[config.mk]
export PLATFORM = sky130hd
export DESIGN_NAME = supply_fault_supervisor
export DESIGN_NICKNAME = d
export VERILOG_FILES = /design/src/rtl/sfs_pkg.sv /design/src/rtl/sfs_startup_ctl.sv /design/src/rtl/sfs_overload_timer.sv /design/src/rtl/sfs_hiccup_counter.sv /design/src/rtl/supply_fault_supervisor.sv
export SDC_FILE = /design/constraint.sdc
export NUM_CORES = 1
export LEC_CHECK = 0
export CAP_MARGIN = 20
export CORE_MARGIN = 2
export CORE_UTILIZATION = 54
export CTS_CLUSTER_SIZE = 16
export DETAILED_ROUTE_END_ITERATION = 10
export GPL_TIMING_DRIVEN = 0
export PLACE_DENSITY_LB_ADDON = 0.1
export SKIP_CTS_REPAIR_TIMING = 1
export SYNTH_ARGS = -nofsm -noshare
export SYNTH_HDL_FRONTEND = slang
export SYNTH_SLANG_ARGS = --single-unit
[constraint.sdc]
create_clock -name clk -period 1.92 [get_ports clk]
set_input_delay 0.48 -clock clk [delete_from_list [all_inputs] [get_ports clk]]
set_output_delay 0.48 -clock clk [all_outputs]
set_load 0.05 [all_outputs]
[src/rtl/sfs_pkg.sv]
package sfs_pkg;
  typedef enum logic [1:0] {
    SFS_OFF    = 2'd0,
    SFS_RUN    = 2'd1,
    SFS_HICCUP = 2'd2,
    SFS_OVP    = 2'd3
  } sfs_state_e;
endpackage

[src/rtl/sfs_startup_ctl.sv]
module sfs_startup_ctl (
  input  logic clk,
  input  logic rst_n,
  input  logic vcc_on,
  input  logic vcc_min,
  input  logic vcc_rst,
  output logic startup_off,
  output logic on_rise
);
  logic off_q, off_d, off_en;
  logic von_q;

  always_comb begin
    off_en = 1'b0;
    off_d  = off_q;
    if (!vcc_rst || !vcc_min) begin
      off_en = 1'b1;
      off_d  = 1'b0;
    end else if (vcc_on) begin
      off_en = 1'b1;
      off_d  = 1'b1;
    end
  end

  always_ff @(posedge clk or negedge rst_n) begin
    if (!rst_n) begin
      off_q <= 1'b0;
      von_q <= 1'b0;
    end else begin
      if (off_en) off_q <= off_d;
      von_q <= vcc_on;
    end
  end

  assign startup_off = off_q;
  assign on_rise     = vcc_on & ~von_q;


  startup_release_chk: assert property (@(posedge clk) disable iff (!rst_n)
    (!vcc_min || !vcc_rst) |=> !startup_off);

  startup_set_chk: assert property (@(posedge clk) disable iff (!rst_n)
    (vcc_rst && vcc_min && vcc_on) |=> startup_off);
endmodule

[src/rtl/sfs_overload_timer.sv]
module sfs_overload_timer #(
  parameter int OL_TICKS = 12000
) (
  input  logic clk,
  input  logic rst_n,
  input  logic arm,
  input  logic ilim,
  output logic trip
);
  localparam int OLW = (OL_TICKS > 1) ? $clog2(OL_TICKS) : 1;
  localparam logic [OLW-1:0] OL_LAST = OLW'(OL_TICKS - 1);

  logic           active_q, active_d;
  logic [OLW-1:0] cnt_q, cnt_d;
  logic           last;

  assign last = active_q && (cnt_q == OL_LAST);
  assign trip = last && ilim;

  always_comb begin
    active_d = active_q;
    cnt_d    = cnt_q;
    if (!arm) begin
      active_d = 1'b0;
      cnt_d    = '0;
    end else if (!active_q) begin
      if (ilim) begin
        active_d = 1'b1;
        cnt_d    = '0;
      end
    end else if (last) begin
      active_d = 1'b0;
      cnt_d    = '0;
    end else begin
      cnt_d = cnt_q + 1'b1;
    end
  end

  always_ff @(posedge clk or negedge rst_n) begin
    if (!rst_n) begin
      active_q <= 1'b0;
      cnt_q    <= '0;
    end else begin
      active_q <= active_d;
      cnt_q    <= cnt_d;
    end
  end


  timer_disarm_chk: assert property (@(posedge clk) disable iff (!rst_n)
    !arm |=> (!active_q && cnt_q == '0));

  timer_release_chk: assert property (@(posedge clk) disable iff (!rst_n)
    (arm && last && !ilim) |=> !active_q);
endmodule

[src/rtl/sfs_hiccup_counter.sv]
module sfs_hiccup_counter #(
  parameter int HICCUP_CYCLES = 4
) (
  input  logic clk,
  input  logic rst_n,
  input  logic en,
  input  logic rise,
  output logic done
);
  localparam int CW = (HICCUP_CYCLES > 1) ? $clog2(HICCUP_CYCLES) : 1;
  localparam logic [CW-1:0] C_LAST = CW'(HICCUP_CYCLES - 1);

  logic [CW-1:0] cnt_q, cnt_d;
  logic          cnt_en;

  assign done = en && rise && (cnt_q == C_LAST);

  always_comb begin
    cnt_en = 1'b0;
    cnt_d  = cnt_q;
    if (!en) begin
      cnt_en = 1'b1;
      cnt_d  = '0;
    end else if (rise && cnt_q != C_LAST) begin
      cnt_en = 1'b1;
      cnt_d  = cnt_q + 1'b1;
    end
  end

  always_ff @(posedge clk or negedge rst_n) begin
    if (!rst_n) cnt_q <= '0;
    else if (cnt_en) cnt_q <= cnt_d;
  end


  hiccup_hold_chk: assert property (@(posedge clk) disable iff (!rst_n)
    (en && !rise) |=> $stable(cnt_q));

  hiccup_clear_chk: assert property (@(posedge clk) disable iff (!rst_n)
    !en |=> cnt_q == '0);
endmodule

[src/rtl/supply_fault_supervisor.sv]
module supply_fault_supervisor
  import sfs_pkg::*;
#(
  parameter int OL_TICKS      = 12000,
  parameter int HICCUP_CYCLES = 4
) (
  input  logic       clk,
  input  logic       rst_n,
  input  logic       vcc_on_i,
  input  logic       vcc_min_i,
  input  logic       vcc_rst_i,
  input  logic       ilim_i,
  input  logic       ovp_i,
  output logic       drv_en_o,
  output logic       startup_off_o,
  output logic       ss_reset_o,
  output logic [1:0] state_o
);
  sfs_state_e state_q, state_d;
  logic       on_rise, ol_trip, hic_done;

  sfs_startup_ctl u_startup (
    .clk        (clk),
    .rst_n      (rst_n),
    .vcc_on     (vcc_on_i),
    .vcc_min    (vcc_min_i),
    .vcc_rst    (vcc_rst_i),
    .startup_off(startup_off_o),
    .on_rise    (on_rise)
  );

  sfs_overload_timer #(.OL_TICKS(OL_TICKS)) u_ol_timer (
    .clk  (clk),
    .rst_n(rst_n),
    .arm  (state_q == SFS_RUN),
    .ilim (ilim_i),
    .trip (ol_trip)
  );

  sfs_hiccup_counter #(.HICCUP_CYCLES(HICCUP_CYCLES)) u_hiccup (
    .clk  (clk),
    .rst_n(rst_n),
    .en   (state_q == SFS_HICCUP),
    .rise (on_rise),
    .done (hic_done)
  );

  always_comb begin
    state_d = state_q;
    if (!vcc_rst_i) begin
      state_d = SFS_OFF;
    end else if (ovp_i) begin
      state_d = SFS_OVP;
    end else begin
      unique case (state_q)
        SFS_OFF:    if (vcc_on_i) state_d = SFS_RUN;
        SFS_RUN: begin
          if (!vcc_min_i)   state_d = SFS_OFF;
          else if (ol_trip) state_d = SFS_HICCUP;
        end
        SFS_HICCUP: if (hic_done) state_d = SFS_RUN;
        SFS_OVP:    state_d = SFS_OVP;
        default:    state_d = SFS_OFF;
      endcase
    end
  end

  always_ff @(posedge clk or negedge rst_n) begin
    if (!rst_n) state_q <= SFS_OFF;
    else        state_q <= state_d;
  end

  assign drv_en_o   = (state_q == SFS_RUN);
  assign ss_reset_o = (state_q != SFS_RUN);
  assign state_o    = state_q;


  ovp_entry_chk: assert property (@(posedge clk) disable iff (!rst_n)
    (vcc_rst_i && ovp_i) |=> (state_q == SFS_OVP && !drv_en_o));

  ovp_hold_chk: assert property (@(posedge clk) disable iff (!rst_n)
    (state_q == SFS_OVP && vcc_rst_i) |=> !drv_en_o);

  rst_clear_chk: assert property (@(posedge clk) disable iff (!rst_n)
    !vcc_rst_i |=> (state_q == SFS_OFF));

  uvlo_chk: assert property (@(posedge clk) disable iff (!rst_n)
    (state_q == SFS_RUN && vcc_rst_i && !ovp_i && !vcc_min_i) |=> !drv_en_o);

  ss_fresh_chk: assert property (@(posedge clk) disable iff (!rst_n)
    $rose(drv_en_o) |-> $past(ss_reset_o));
endmodule

==> impl_metrics.py <==
metrics = {
    "global_route": {
        "grt_start_max_net_pins": 22,
        "gr-max-usage-layer": "met2",
        "use_met3_pct": 2.73,
        "antenna_found_initial": 0,
        "met1_usage_pct": 23.2,
        "grt_usage_pct": 19.4,
        "use_met2_pct": 34.0,
        "overflow": 0,
        "grt_pass1_wl_mm": 3.64,
        "grt_pass1_vias": 859,
    },
    "die": {
        "die_height_um": 49.5,
        "dieWidth_um": 49.5,
        "die-area_sq_um": 2450,
        "initial_utilization_pct": 57.1,
        "rows": 16,
        "ioPinCount": 12,
        "core-area_sq_um": 1960,
    },
    "placement": {
        "gp_congestion": 0.795,
        "portBuffers": 11,
        "dp_hpwl_mm": 1.58,
        "pre_cts_ws_ns": -0.147,
    },
    "clock_network": {
        "cts_max_path_buffers": 2,
        "cts_buffers": 3,
        "path_clk_slew_ns": 0.12,
        "clkLatencyLatePin_ns": 0.30,
        "root_buffer": "clkbuf_4",
        "h-tree-depth": 1,
        "cts_tree": "yes",
        "cts.sinks": 21,
    },
    "timing": {
        "finalHoldViolCount": 0,
        "post-route-period-util_pct": 95.8,
        "fin_crit_ns": 1.84,
        "max_freq_mhz": 544,
        "slew_headroom_pct": 39.5,
        "worstMarginPinSlew_ns": 0.905,
        "whs_ns": 0.528,
        "drv_slew": 0,
        "setup_violations": 0,
        "skew_ns": 0.00152,
        "rsz0062_at_grt": "false",
        "setup_slack_ns": 0.0815,
    },
    "cells_and_area": {
        "area_growth_pct": 16.2,
        "fillCellCount": 166,
        "layout.nets": 138,
        "diodes": 0,
        "drive_gt1_share_pct": 12.5,
        "layout_common_cells": "dfrtp_1 (20), nor2_1 (16), a21oi_1 (8), o21ai_0 (7)",
        "layout_commonest_cell": "dfrtp_1",
    },
    "worst_setup_path": {
        "cp.arrival_ns": 1.36,
        "crit_required_ns": 1.44,
        "critPathKind": "reg2out",
        "cp-start-kind": "flop",
        "crit_fanout": 6,
        "critPathCaptureType": "output pin",
    },
    "logic_synthesis": {
        "synth_seq_cells": 21,
        "yosysTopAreaCell": "dfrtp_1",
        "synthesis.instances": 113,
        "ys_warn_count": 0,
        "yosysUniqueCellTypes": 32,
        "synth_edf_count": 0,
        "avgSynthCellArea_sq_um": 9.91,
        "ys.flop_type": "dfrtp_1",
        "ys_top_cells_by_area": "dfrtp_1 (47%), nor2_1 (5.4%), xnor2_1 (3.9%), xor2_1 (3.9%), a21oi_1 (3.6%)",
        "synthArstFlopShare_pct": 100,
        "syn_area_sq_um": 1120,
        "synth_nets": 122,
        "ys_seq_area_share_pct": 46.9,
        "synth_top_area_share_pct": 46.9,
    },
    "routing": {
        "route.detailed.drc": 0,
        "drt_iter0_drc": 10,
        "routed_via_density": 5.76,
        "wire_per_inst_um": 13.9,
        "ant_nets": 0,
        "first_pass_iters": 4,
        "vias": 893,
        "wirelength_mm": 2.15,
    },
    "hold_path": {
        "hold_path.class": "reg2reg",
    },
    "pwr": {
        "power.leakage_uw": 0.000580,
        "ir_worst_vdd_mv": 0.394,
        "power_density_nw_per_um2": 630,
    },
    "run_status": {
        "status": "completed",
    },
    "job": {
        "cap_violations": 0,
    },
}
[power breakdown]
group	internal [uW]	switching, uW	leakage (uW)
clock network	77.8	137	0.0000177
registers	455	18.2	0.000284
logic	48.5	82.8	0.000278
total	581	238	0.000580
[area by class of cell]
cell class	count	area (sq um)	share of cell area, %
clock inverters	1	5.00	0.385
inverters	7	30.0	2.31
well taps	27	33.8	2.60
multi-input cells	85	568	43.7
repair buffers	11	115	8.85
clock buffers	3	22.5	1.73
flip-flops and latches	21	527	40.5
[sequential cells by signal, summed over array words and instances, names as in the netlist]
| signal | cells |
|---|---|
| state_o | 2 |
| u_hiccup.cnt_q | 2 |
| u_ol_timer.active_q | 1 |
| u_ol_timer.cnt_q | 14 |
| u_startup.startup_off | 1 |
| u_startup.von_q | 1 |
[routing by layer]
layer / up-vias / wire [um]
li1: 434 / -
met1: 427 / 879
met2: 28 / 1120
met3: 4 / 103
met4: 0 / 46
met5: - / 0
[final timing paths]
check / slack [ns] / end / start / depth (start not counted)
setup reg to reg: 0.20 / u_ol_timer.cnt_q[11] / u_ol_timer.cnt_q[0] / 6
hold / removal: 0.53 / u_ol_timer.cnt_q[12] / u_ol_timer.cnt_q[12] / 1
setup / recovery: 0.08 / ss_reset_o / state_o[1] / 2
hold reg to reg: 0.53 / u_ol_timer.cnt_q[12] / u_ol_timer.cnt_q[12] / 1
min in group asynchronous: 0.67 / u_ol_timer.cnt_q[6] / rst_n / 1
max in group asynchronous: 0.64 / state_o[1] / rst_n / 1
[kinds of logic (layout without fill, tap and decap cells)]
family,after synthesis,after routing,synth area share (%)
AND/OR/NAND/NOR,49,49,27.4
adder cells (fa/ha/maj),2,2,2.23
multiplexers,1,1,0.894
AO/OA/AOI/OAI,23,23,12.4
buffers and inverters,7,22,2.35
XOR/XNOR,10,10,7.82
flip-flops,21,21,46.9
[stage by stage]
stage | cells | utilization, % | cell area, sq um | power [uW] | setup TNS [ns]
after global placement | 151 | 64.7 | 1270 | 615 | -0.248
after detailed placement | 151 | 64.7 | 1270 | 617 | -0.287
final | 155 | 66.3 | 1300 | 820 | 0
after floorplan | 113 | - | 1120 | 560 | 0
after CTS | 155 | 66.1 | 1300 | 831 | -1.14
after global routing | 155 | 66.3 | 1300 | 857 | 0
[Yosys cell counts, drive strengths merged (2+ instances only)]
cell type	n
inv	7
nor2	16
dfrtp	21
and3	3
or3	3
o21a	2
nand2b	2
xor2	5
nor3	5
nand4	3
nor4b	2
nand2	8
xnor2	5
ha	2
a21oi	8
nand3	4
o21ai	8
[critical path: stages (launching register included)]
cell and delay [ns]:
dfrtp_2 0.44, nand2b_4 0.19, dlymetal6s2s_1 0.43
(Power assumes the default switching activity.)
